## src/rtl/eag_pkg.sv

```systemverilog
package eag_pkg;
  typedef enum logic [3:0] {
    AM_IMP  = 4'd0,
    AM_ACC  = 4'd1,
    AM_IMM  = 4'd2,
    AM_ZP   = 4'd3,
    AM_ZPX  = 4'd4,
    AM_ZPY  = 4'd5,
    AM_REL  = 4'd6,
    AM_ABS  = 4'd7,
    AM_ABSX = 4'd8,
    AM_ABSY = 4'd9,
    AM_IND  = 4'd10,
    AM_IZX  = 4'd11,
    AM_IZY  = 4'd12
  } am_e;

  typedef enum logic [1:0] {
    PF_IDLE = 2'd0,
    PF_LO   = 2'd1,
    PF_HI   = 2'd2,
    PF_FIN  = 2'd3
  } pf_state_e;
endpackage

```

## src/rtl/eag_direct_calc.sv

```systemverilog
// Single-cycle address arithmetic and pointer setup for the pointer modes.
module eag_direct_calc #(
  parameter int DW = 8,
  parameter int AW = 16
) (
  input  logic [3:0]    mode,
  input  logic [DW-1:0] op_lo,
  input  logic [DW-1:0] op_hi,
  input  logic [DW-1:0] x,
  input  logic [DW-1:0] y,
  input  logic [AW-1:0] pc,
  output logic [AW-1:0] calc_ea,
  output logic          has_ea,
  output logic          has_imm,
  output logic          need_ptr,
  output logic [AW-1:0] ptr_addr,
  output logic          ptr_in_zp,
  output logic [DW-1:0] post_idx
);
  import eag_pkg::*;
  localparam int PW = AW - DW;
  localparam logic [PW-1:0] ZPAGE = '0;

  logic [DW-1:0] sum_x, sum_y;
  logic [AW-1:0] abs_a, rel_off;

  always_comb begin
    sum_x   = op_lo + x;                 // wraps inside the page
    sum_y   = op_lo + y;
    abs_a   = {op_hi, op_lo};            // low byte came first
    rel_off = {{PW{op_lo[DW-1]}}, op_lo};
  end

  always_comb begin
    calc_ea   = '0;
    has_ea    = 1'b0;
    has_imm   = 1'b0;
    need_ptr  = 1'b0;
    ptr_addr  = '0;
    ptr_in_zp = 1'b0;
    post_idx  = '0;
    case (am_e'(mode))
      AM_IMM:  has_imm = 1'b1;
      AM_ZP:   begin calc_ea = {ZPAGE, op_lo}; has_ea = 1'b1; end
      AM_ZPX:  begin calc_ea = {ZPAGE, sum_x}; has_ea = 1'b1; end
      AM_ZPY:  begin calc_ea = {ZPAGE, sum_y}; has_ea = 1'b1; end
      AM_REL:  begin calc_ea = pc + rel_off;   has_ea = 1'b1; end
      AM_ABS:  begin calc_ea = abs_a;          has_ea = 1'b1; end
      AM_ABSX: begin calc_ea = abs_a + AW'(x); has_ea = 1'b1; end
      AM_ABSY: begin calc_ea = abs_a + AW'(y); has_ea = 1'b1; end
      AM_IND:  begin need_ptr = 1'b1; ptr_addr = abs_a; end
      AM_IZX:  begin
        need_ptr  = 1'b1;
        ptr_addr  = {ZPAGE, sum_x};
        ptr_in_zp = 1'b1;
      end
      AM_IZY:  begin
        need_ptr  = 1'b1;
        ptr_addr  = {ZPAGE, op_lo};
        ptr_in_zp = 1'b1;
        post_idx  = y;
      end
      default: ;                          // implied, accumulator, unused
    endcase
  end
endmodule

```

## src/rtl/eag_ptr_fetch.sv

```systemverilog
// Two-byte pointer fetch; the high read overlaps the low-byte return.
module eag_ptr_fetch #(
  parameter int DW = 8,
  parameter int AW = 16
) (
  input  logic          clk,
  input  logic          rst_n,
  input  logic          start,
  input  logic [AW-1:0] ptr_addr,
  input  logic          ptr_in_zp,
  input  logic [DW-1:0] post_idx,
  output logic          busy,
  output logic          rd_en,
  output logic [AW-1:0] rd_addr,
  input  logic [DW-1:0] rd_data,
  output logic          fin,
  output logic [AW-1:0] target
);
  import eag_pkg::*;
  localparam int PW = AW - DW;
  localparam logic [PW-1:0] ZPAGE = '0;

  pf_state_e     st;
  logic [AW-1:0] ptr_q;
  logic          zp_q;
  logic [DW-1:0] idx_q, lo_q, zp_next;
  logic [AW-1:0] hi_addr;

  always_ff @(posedge clk) begin
    if (!rst_n) begin
      st    <= PF_IDLE;
      ptr_q <= '0;
      zp_q  <= 1'b0;
      idx_q <= '0;
      lo_q  <= '0;
    end else begin
      case (st)
        PF_IDLE: if (start) begin
          st    <= PF_LO;
          ptr_q <= ptr_addr;
          zp_q  <= ptr_in_zp;
          idx_q <= post_idx;
        end
        PF_LO:   st <= PF_HI;
        PF_HI:   begin st <= PF_FIN; lo_q <= rd_data; end
        default: st <= PF_IDLE;
      endcase
    end
  end

  always_comb begin
    zp_next = ptr_q[DW-1:0] + DW'(1);
    hi_addr = zp_q ? {ZPAGE, zp_next} : (ptr_q + AW'(1));
    busy    = (st != PF_IDLE);
    rd_en   = (st == PF_LO) || (st == PF_HI);
    rd_addr = (st == PF_HI) ? hi_addr : ptr_q;
    fin     = (st == PF_FIN);
    target  = {rd_data, lo_q} + AW'(idx_q);
  end
endmodule

```

## src/rtl/eaddr_unit.sv

```systemverilog
module eaddr_unit #(
  parameter int DW = 8
) (
  input  logic            clk,
  input  logic            rst_n,
  input  logic            req_valid,
  output logic            req_ready,
  input  logic [3:0]      req_mode,
  input  logic [DW-1:0]   req_op_lo,
  input  logic [DW-1:0]   req_op_hi,
  input  logic [DW-1:0]   req_x,
  input  logic [DW-1:0]   req_y,
  input  logic [2*DW-1:0] req_pc,
  output logic            rd_en,
  output logic [2*DW-1:0] rd_addr,
  input  logic [DW-1:0]   rd_data,
  output logic            done,
  output logic [2*DW-1:0] ea,
  output logic            ea_valid,
  output logic [DW-1:0]   imm,
  output logic            imm_valid
);
  localparam int AW = 2 * DW;

  logic [AW-1:0] calc_ea, ptr_addr, target;
  logic          has_ea, has_imm, need_ptr, ptr_in_zp;
  logic [DW-1:0] post_idx;
  logic          busy, fin, take;

  eag_direct_calc #(.DW(DW), .AW(AW)) u_calc (
    .mode(req_mode), .op_lo(req_op_lo), .op_hi(req_op_hi),
    .x(req_x), .y(req_y), .pc(req_pc),
    .calc_ea(calc_ea), .has_ea(has_ea), .has_imm(has_imm),
    .need_ptr(need_ptr), .ptr_addr(ptr_addr), .ptr_in_zp(ptr_in_zp),
    .post_idx(post_idx)
  );

  assign req_ready = !busy;
  assign take      = req_valid && req_ready;

  eag_ptr_fetch #(.DW(DW), .AW(AW)) u_fetch (
    .clk(clk), .rst_n(rst_n), .start(take && need_ptr),
    .ptr_addr(ptr_addr), .ptr_in_zp(ptr_in_zp), .post_idx(post_idx),
    .busy(busy), .rd_en(rd_en), .rd_addr(rd_addr), .rd_data(rd_data),
    .fin(fin), .target(target)
  );

  always_ff @(posedge clk) begin
    if (!rst_n) begin
      done      <= 1'b0;
      ea        <= '0;
      ea_valid  <= 1'b0;
      imm       <= '0;
      imm_valid <= 1'b0;
    end else begin
      done <= 1'b0;
      if (fin) begin
        done      <= 1'b1;
        ea        <= target;
        ea_valid  <= 1'b1;
        imm_valid <= 1'b0;
      end else if (take && !need_ptr) begin
        done      <= 1'b1;
        ea        <= calc_ea;
        ea_valid  <= has_ea;
        imm_valid <= has_imm;
        if (has_imm) imm <= req_op_lo;
      end
    end
  end
endmodule

```

## config.mk

```make
export PLATFORM = sky130hd
export DESIGN_NAME = eaddr_unit
export DESIGN_NICKNAME = d
export VERILOG_FILES = /design/src/rtl/eag_pkg.sv /design/src/rtl/eag_direct_calc.sv /design/src/rtl/eag_ptr_fetch.sv /design/src/rtl/eaddr_unit.sv
export SDC_FILE = /design/constraint.sdc
export NUM_CORES = 1
export LEC_CHECK = 0
export BUFFER_PORTS_ARGS = -buffer_cell sky130_fd_sc_hd__buf_2
export CAP_MARGIN = 15
export CORE_UTILIZATION = 52
export CTS_BUF_LIST = sky130_fd_sc_hd__clkbuf_16
export DETAILED_ROUTE_END_ITERATION = 6
export GPL_ROUTABILITY_DRIVEN = 0
export PLACE_DENSITY = 0.74
export SYNTH_ARGS = -nofsm -noshare
export SYNTH_HDL_FRONTEND = slang
export SYNTH_SLANG_ARGS = --single-unit
```

## constraint.sdc

```tcl
create_clock -name clk -period 4.1 [get_ports clk]
set_input_delay 0.82 -clock clk [delete_from_list [all_inputs] [get_ports clk]]
set_output_delay 0.82 -clock clk [all_outputs]
set_load 0.02 [all_outputs]
```

==> results of run 1 <==
-- final cells by class --
cell class,count,share of cell area
sequential,62,0.183
clock inverter,7,0.0120
inverter,22,0.0122
multi-input combinational,623,0.643
tap,140,0.0258
clock buffer,9,0.0332
timing repair buffer,118,0.0910
-- routing by layer --
layer	global-route usage	routed length (um)
met5	0	0
met1	0.443	8160
met4	0.132	634
met3	0.0490	1730
met2	0.549	8740
-- Yosys cell counts (all sizes together) (6+ instances only) --
master | instances | area, sq um
nand2 | 66 | 248
o31ai | 7 | 57.6
o21ai | 37 | 189
mux2i | 21 | 210
or3 | 6 | 37.5
xnor2 | 27 | 236
and3 | 9 | 56.3
nor2 | 67 | 259
dfxtp | 62 | 1240
a211oi | 23 | 173
mux2 | 10 | 113
a22oi | 6 | 45.0
xor2 | 20 | 175
nor3b | 7 | 67.6
a21oi | 57 | 289
inv | 21 | 78.8
nand4 | 9 | 56.3
buf | 12 | 71.3
nor4 | 6 | 37.5
o211ai | 10 | 75.1
a21o | 14 | 105
clkbuf | 18 | 67.6
o21a | 9 | 67.6
a221oi | 16 | 146
nor3 | 25 | 125
nand3 | 35 | 175
ha | 51 | 638
-- worst min-delay path, cell delays in order, from the launching register on --
cell,delay [ns]
dfxtp_1,0.31
nand2_1,0.05
a21oi_1,0.05
-- state kept, by name (all words and copies together) (netlist names) --
register and flops:
u_fetch.idx_q 8, u_fetch.zp_q 1, u_fetch.lo_q 8, ea_valid 1, imm 8, ea 16, u_fetch.st 2, u_fetch.ptr_q 16
imm_valid 1, done 1
-- kinds of logic after synthesis --
family,synth area share
DFF,0.213
muxes,0.0554
xor gates and xnor gates,0.0706
AOI/OAI and AO/OA,0.279
adders and majority gates,0.127
and+or+nand+nor,0.218
buffers and inverters,0.0380
-- metrics by stage --
step	setup WS, ns	total power, mW	instances
4_1_cts	0.391	2.00	981
3_3_place_gp	0.185	1.19	965
2_1_floorplan	0.218	1.02	737
3_5_place_dp	0.0478	1.21	965
6_report	0.340	2.01	981
5_1_grt	0.186	2.08	981
-- power groups by stage --
stage / clock [mW] / sequential, mW / combinational, mW
5_1_grt: 0.817 / 0.641 / 0.621
3_5_place_dp: 0 / 0.652 / 0.559
6_report: 0.797 / 0.640 / 0.576
4_1_cts: 0.797 / 0.639 / 0.562
2_1_floorplan: 0 / 0.663 / 0.359
3_3_place_gp: 0 / 0.651 / 0.542
-- worst paths after layout --
check | startpoint | end | slack (ns) | cells after the start
worst min register to register | u_fetch.idx_q[2] | u_fetch.idx_q[2] | 0.46 | 2
worst max register to register | u_fetch.st[0] | ea[15] | 1.37 | 8
worst min-delay path | u_fetch.idx_q[2] | u_fetch.idx_q[2] | 0.46 | 2
worst max-delay path | req_mode[2] | ea[14] | 0.34 | 13
==> impl_metrics.toml, run 1 <==
[sta]
rsz0062_at_grt = "no"
worst_clock_skew_ns = 0.00483
tightest_slew_ns = 0.986
min_period_ns = 3.76
post-route-period-util = 0.917
setup_violations = 0
fmax_mhz = 266
fin_tns_setup_ns = 0
hold_slack_ns = 0.460
slew_headroom = 0.338
timing_hold_violations_final = 0
slew_violations = 0

[pwr]
ir_worst_vdd_mv = 0.233
intPower_mw = 1.36
power_switching_mw = 0.653
p_leak_nw = 2.91
p_clk_frac = 0.396
switching_share = 0.324
pwr-share-seq = 0.318
pwr-share-comb = 0.286
power_density_nw_per_um2 = 296

[synthesis]
synth_cells = 737
synth-seq-cells = 62
synthArstFlopShare = 0
ys_seq_area_frac = 0.213
synth_warnings = 0
synth_edf_count = 0
syn_area_per_cell_sq_um = 7.91
yosysUniqueCellTypes = 80
syn_nets = 856
ys.flop_type = "dfxtp_1"
synth_area_sq_um = 5830

[critical_path]
cpMaxStageDelayCell = "a211oi_1"
path_class = "in -> reg"
crit_family = "simple AND/OR/NAND/NOR gates"
crit_chain = "buf_2 -> or3b_1 -> nor2_2 -> mux2_2 -> ha_1 -> inv_1 -> fa_1 -> nand3b_1 -> a211oi_1 -> o311ai_1 -> or3_1 -> a31o_1 -> o211ai_1"
crit_path_start_kind = "primary input"
worstPathMaxFanout = 5
crit_buf_inv = 2
crit_arrival_ns = 4.02
crit_required_ns = 4.36
critPathMaxStageDelay_ns = 0.56
critical_path.endpoint_type = "flop"

[global_route]
grt_pass1_wl_mm = 30.2
grt.total_usage = 0.336
grt_max_degree = 53
grt_overflow = 0
antenna_found_initial = 0
grt_pass1_vias = 5841

[die]
core.rowCount = 38
core-area_sq_um = 10900
die_w_um = 108
chipHeight_um = 108
pin_count = 108
dieArea_sq_um = 11600
initial_core_util = 0.536

[cts]
clock_latency_ns = 0.33
clk_path_buf_depth = 2
path_clk_slew_ns = 0.05
ctsResizeCount = 0
cts-root-buf = "clkbuf_16"
h-tree-depth = 3
cts_tree = "yes"
cts_setup_buffers = 0
postCtsHoldBufs = 0
numClockSinks = 62
numCtsBuffers = 9

[layout]
mostFrequentLayoutCells = "buf_2 (107), nand2_1 (66), nor2_1 (64), dfxtp_1 (62), a21oi_1 (56)"
post-route-util = 0.624
antennaDiodeCount = 0
stdcell_area_sq_um = 6790
layout-drive-gt1-share = 0.190
fill_cells = 1000
multi_input_area_sq_um = 4370
layout.cells.most_common = "buf_2"
seqCellArea_sq_um = 1240
final_nets = 955
syn2layout_area_growth_pct = 16.5

[detailed_routing]
drt_iter0_drc = 686
firstDrtPassIters = 5
vias_per_cell = 6.47
drc = 0
wl_per_cell_um = 19.6
vias = 6343
wl_mm = 19.3
drtAntennaViolNets = 0

[placement]
io_buffers = 107
place_area_sq_um = 6490
hpwlAfterDp_mm = 14.9

[hold_path]
hold_path.class = "reg -> reg"

[run_status]
outcome = "completed"

[flow_run]
maxCapViolCount = 0
No activity file was read; power rests on OpenSTA's default activity.
==> run 2: changes to the inputs <==
CELL_PAD_IN_SITES_DETAIL_PLACEMENT = 0   (was not set)
CELL_PAD_IN_SITES_GLOBAL_PLACEMENT = 2   (was not set)
CORE_UTILIZATION = 30   (was 52)
==> run 2 against run 1 <==
Final cell count is 13% higher. Via count is 4.6% lower. Sequential share of layout area is 0.45 points lower. Clock-buffer cell count stayed put. Flip-flop and latch count stayed put. Utilization is 26 points lower. Critical path type unchanged. Largest cell class unchanged.
==> impl_metrics.toml, run 2 (synthesis results as in run 1) <==
[run_status]
outcome = "completed"

[detailed_routing]
vias = 6050
firstDrtPassIters = 5
wl_per_cell_um = 19.7
wl_mm = 21.7
vias_per_cell = 5.48
drt_iter0_drc = 333
drtAntennaViolNets = 0
drc = 0

[sta]
rsz0062_at_grt = "no"
worst_clock_skew_ns = 0.0111
slew_violations = 0
tightest_slew_ns = 1.14
min_period_ns = 3.82
setup_violations = 0
timing_hold_violations_final = 0
slew_headroom = 0.232
fmax_mhz = 262
post-route-period-util = 0.931
worst_slack_ns = 0.285

[critical_path]
r2r_start = "u_fetch.st[0]"
crit_buf_inv = 2
startpoint = "req_mode[1]"
critical_path.endpoint_type = "flop"
worstPathMaxFanout = 8
crit_chain = "buf_2 -> or3b_1 -> nor2_2 -> buf_4 -> mux2_2 -> ha_1 -> a21oi_1 -> o21ai_1 -> a22oi_1 -> a21o_1 -> a221oi_1 -> o32ai_1"
crit_required_ns = 4.35
path_class = "in -> reg"
crit_path_start_kind = "primary input"
crit_arrival_ns = 4.06
cpMaxStageDelayCell = "a22oi_1"
crit_family = "compound AO/OA/AOI/OAI gates"
critPathMaxStageDelay_ns = 0.63

[cts]
cts-root-buf = "clkbuf_16"
cts_setup_buffers = 0
path_clk_slew_ns = 0.06
cts_tree = "yes"
numClockSinks = 62
ctsResizeCount = 0
h-tree-depth = 3
postCtsHoldBufs = 0
clock_latency_ns = 0.34
clk_path_buf_depth = 2
numCtsBuffers = 9

[global_route]
grt_pass1_wl_mm = 33.1
grt_pass1_vias = 5731
grt.total_usage = 0.217
grt_overflow = 0
antenna_found_initial = 0
grt_max_degree = 50

[layout]
layout-drive-gt1-share = 0.193
multi_input_area_sq_um = 4370
final_nets = 958
top_regs = "ea (16), u_fetch.ptr_q (16)"
seqCellArea_sq_um = 1240
stdcell_area_sq_um = 6970
layout.cells.most_common = "buf_2"
syn2layout_area_growth_pct = 19.4
mostFrequentLayoutCells = "buf_2 (107), nand2_1 (66), nor2_1 (64), dfxtp_1 (62), a21oi_1 (56)"
antennaDiodeCount = 0
fill_cells = 2039

[die]
die_w_um = 141
pin_count = 108
chipHeight_um = 141
core.rowCount = 50
core-area_sq_um = 18900
dieArea_sq_um = 20000
initial_core_util = 0.309

[pwr]
p_leak_nw = 2.92
ir_worst_vdd_mv = 0.178
power_mw = 2.02
power_density_nw_per_um2 = 290

[placement]
place_area_sq_um = 6660
dp_worst_setup_slack_ns = -0.0235
io_buffers = 107
hpwlAfterDp_mm = 17.3

[flow_run]
maxCapViolCount = 0

[hold_path]
hold_path.startpoint = "u_fetch.zp_q"
hold_path.class = "reg -> reg"
==> run 2: cell count changes in the layout (fill, tap and decap cells not counted) <==
cell   previous run  this run
buf_4            11        14
==> run 2: area by class of cell <==
class / count / share of cell area
multi-input combinational: 623 / 0.627
sequential: 62 / 0.178
timing repair buffer: 121 / 0.0920
tap: 260 / 0.0467
clock buffer: 9 / 0.0323
inverter: 22 / 0.0119
clock inverter: 7 / 0.0117
==> run 2: power breakdown <==
part / total, mW / switching, mW / internal [mW]
Combinational: 0.587 / 0.370 / 0.217
Sequential: 0.640 / 0.0167 / 0.623
Clock: 0.792 / 0.270 / 0.523
Total: 2.02 / 0.656 / 1.36
==> run 2: path summary, 6_finish.rpt <==
path | to | slack, ns | depth (start not counted)
hold reg to reg | u_fetch.zp_q | 0.46 | 2
setup / recovery | ea[9] | 0.28 | 12
hold / removal | u_fetch.zp_q | 0.46 | 2
setup reg to reg | ea[15] | 1.43 | 8
==> run 2: worst min-delay path, stage by stage (launching register included) <==
cell	delay, ns
dfxtp_1	0.31
nand2_1	0.05
a21oi_1	0.06
==> run 2: metal layers <==
metal | wire length, um | part of all wire | track usage | vias up
met1 | 10300 | 0.47 | 0.299 | 2870
met4 | 344 | 0.016 | 0.0628 | 0
met5 | 0 | 0 | 0 | -
met3 | 997 | 0.046 | 0.0233 | 22
li1 | - | - | - | 2992
met2 | 10100 | 0.46 | 0.357 | 166
==> run 2: metrics by stage <==
stage / util / hold slack [ns] / instances / TNS [ns]
2_1_floorplan: - / 0.432 / 737 / 0
3_3_place_gp: 0.352 / 0.449 / 1088 / 0
3_5_place_dp: 0.352 / 0.455 / 1088 / -0.0235
4_1_cts: 0.369 / 0.462 / 1104 / 0
5_1_grt: 0.369 / 0.479 / 1104 / 0
6_report: 0.369 / 0.465 / 1104 / 0
==> run 3: changes to the inputs <==
CTS_BUF_LIST = not set   (was sky130_fd_sc_hd__clkbuf_16)
==> run 3 against run 2 <==
Critical path depth unchanged. Global-route usage about the same. Clock power increased by 3.0%. Worst hold slack improved by 0.0042 ns. Register-to-register slack got worse by 0.02 ns. Worst setup slack got worse by 0.016 ns. Combinational power about the same. Largest power group unchanged. Highest routed layer unchanged.
==> impl_metrics.toml, run 3 (synthesis results as in run 1) <==
[detailed_routing]
vias = 6059
wl_mm = 21.7
vias_per_cell = 5.49
drc = 0
firstDrtPassIters = 5
drtAntennaViolNets = 0
drt_iter0_drc = 335
wl_per_cell_um = 19.7

[layout]
stdcell_area_sq_um = 6980
final_nets = 958
top_regs = "ea (16), u_fetch.ptr_q (16)"
fill_cells = 2038
layout-drive-gt1-share = 0.194
syn2layout_area_growth_pct = 19.6
layout.cells.most_common = "buf_2"
post-route-util = 0.369
mostFrequentLayoutCells = "buf_2 (107), nand2_1 (66), nor2_1 (64), dfxtp_1 (62), a21oi_1 (56)"
antennaDiodeCount = 0

[cts]
path_clk_slew_ns = 0.06
clk_path_buf_depth = 2
cts_tree = "yes"
cts-root-buf = "clkbuf_16"
numCtsBuffers = 9
numClockSinks = 62
ctsResizeCount = 0
h-tree-depth = 3
postCtsHoldBufs = 0
clock_latency_ns = 0.34
cts_setup_buffers = 0

[run_status]
outcome = "completed"

[global_route]
grt_pass1_vias = 5719
grt_max_degree = 50
grt.total_usage = 0.217
grt_pass1_wl_mm = 33.1
antenna_found_initial = 0
grt_overflow = 0

[pwr]
ir_worst_vdd_mv = 0.178
p_leak_nw = 2.92
power_density_nw_per_um2 = 293

[sta]
fmax_mhz = 261
min_period_ns = 3.83
hold_slack_ns = 0.469
fin_tns_setup_ns = 0
post-route-period-util = 0.934
slew_violations = 0
setup_violations = 0
worst_slack_ns = 0.269
rsz0062_at_grt = "no"
worst_clock_skew_ns = 0.0104
timing_hold_violations_final = 0
tightest_slew_ns = 1.13
slew_headroom = 0.242

[placement]
place_area_sq_um = 6660
io_buffers = 107
hpwlAfterDp_mm = 17.3
dp_worst_setup_slack_ns = -0.0235

[die]
die_w_um = 141
core.rowCount = 50
chipHeight_um = 141
initial_core_util = 0.309
pin_count = 108
core-area_sq_um = 18900
dieArea_sq_um = 20000

[critical_path]
crit_arrival_ns = 4.08
worstPathMaxFanout = 8
critical_path.endpoint_type = "flop"
crit_required_ns = 4.35
path_class = "in -> reg"
r2r_start = "u_fetch.st[0]"
startpoint = "req_mode[1]"
crit_path_start_kind = "primary input"
rrSetupSlack_ns = 1.41

[flow_run]
maxCapViolCount = 0

[hold_path]
hold_path.startpoint = "u_fetch.zp_q"
hold_path.class = "reg -> reg"
run 3: cell types whose count changed in the layout (fill, tap and decap cells not counted), sizes merged:
cell / change
clkbuf: +3
clkinv: -1
inv: -2
run 3: cell type report:
cell class,count,area (sq um),share of cell area
Clock buffer,12,246,0.0353
Clock inverter,4,70.1,0.0100
Inverter,22,82.6,0.0118
Multi-Input combinational cell,623,4370,0.626
Sequential cell,62,1240,0.178
Tap cell,260,325,0.0466
Timing Repair Buffer,121,641,0.0918
run 3: report_power, final:
group / leakage, nW / internal (mW) / switching (mW) / total, mW
sequential: 0.502 / 0.623 / 0.0166 / 0.640
combinational: 2.26 / 0.217 / 0.369 / 0.586
clock: 0.157 / 0.547 / 0.269 / 0.816
run 3: worst max-delay path: stages:
cell and delay, ns:
buf_2 0.10, or3b_1 0.46, nor2_2 0.30, buf_4 0.20, mux2_2 0.33, ha_1 0.33
a21oi_1 0.18, o21ai_1 0.12, a22oi_1 0.65, a21o_1 0.22, a221oi_1 0.07, o32ai_1 0.28
run 3: metrics by stage:
| step | power (mW) | cells |
|---|---|---|
| 6_report | 2.04 | 1104 |
| 5_1_grt | 2.15 | 1104 |
| 4_1_cts | 2.06 | 1104 |
| 3_5_place_dp | 1.23 | 1088 |
| 3_3_place_gp | 1.22 | 1088 |
| 2_1_floorplan | 1.02 | 737 |
run 3: worst paths after layout:
check,depth (start not counted),to
worst min-delay path,2,u_fetch.zp_q
worst min register to register,2,u_fetch.zp_q
worst max register to register,8,ea[15]
worst max-delay path,12,ea[9]
run 3: metal layers:
layer | global-route usage | wire length, um | vias up
met5 | 0 | 0 | -
met4 | 0.0628 | 358 | 0
met3 | 0.0233 | 985 | 24
met2 | 0.356 | 10100 | 190
met1 | 0.300 | 10300 | 2847
li1 | - | - | 2998
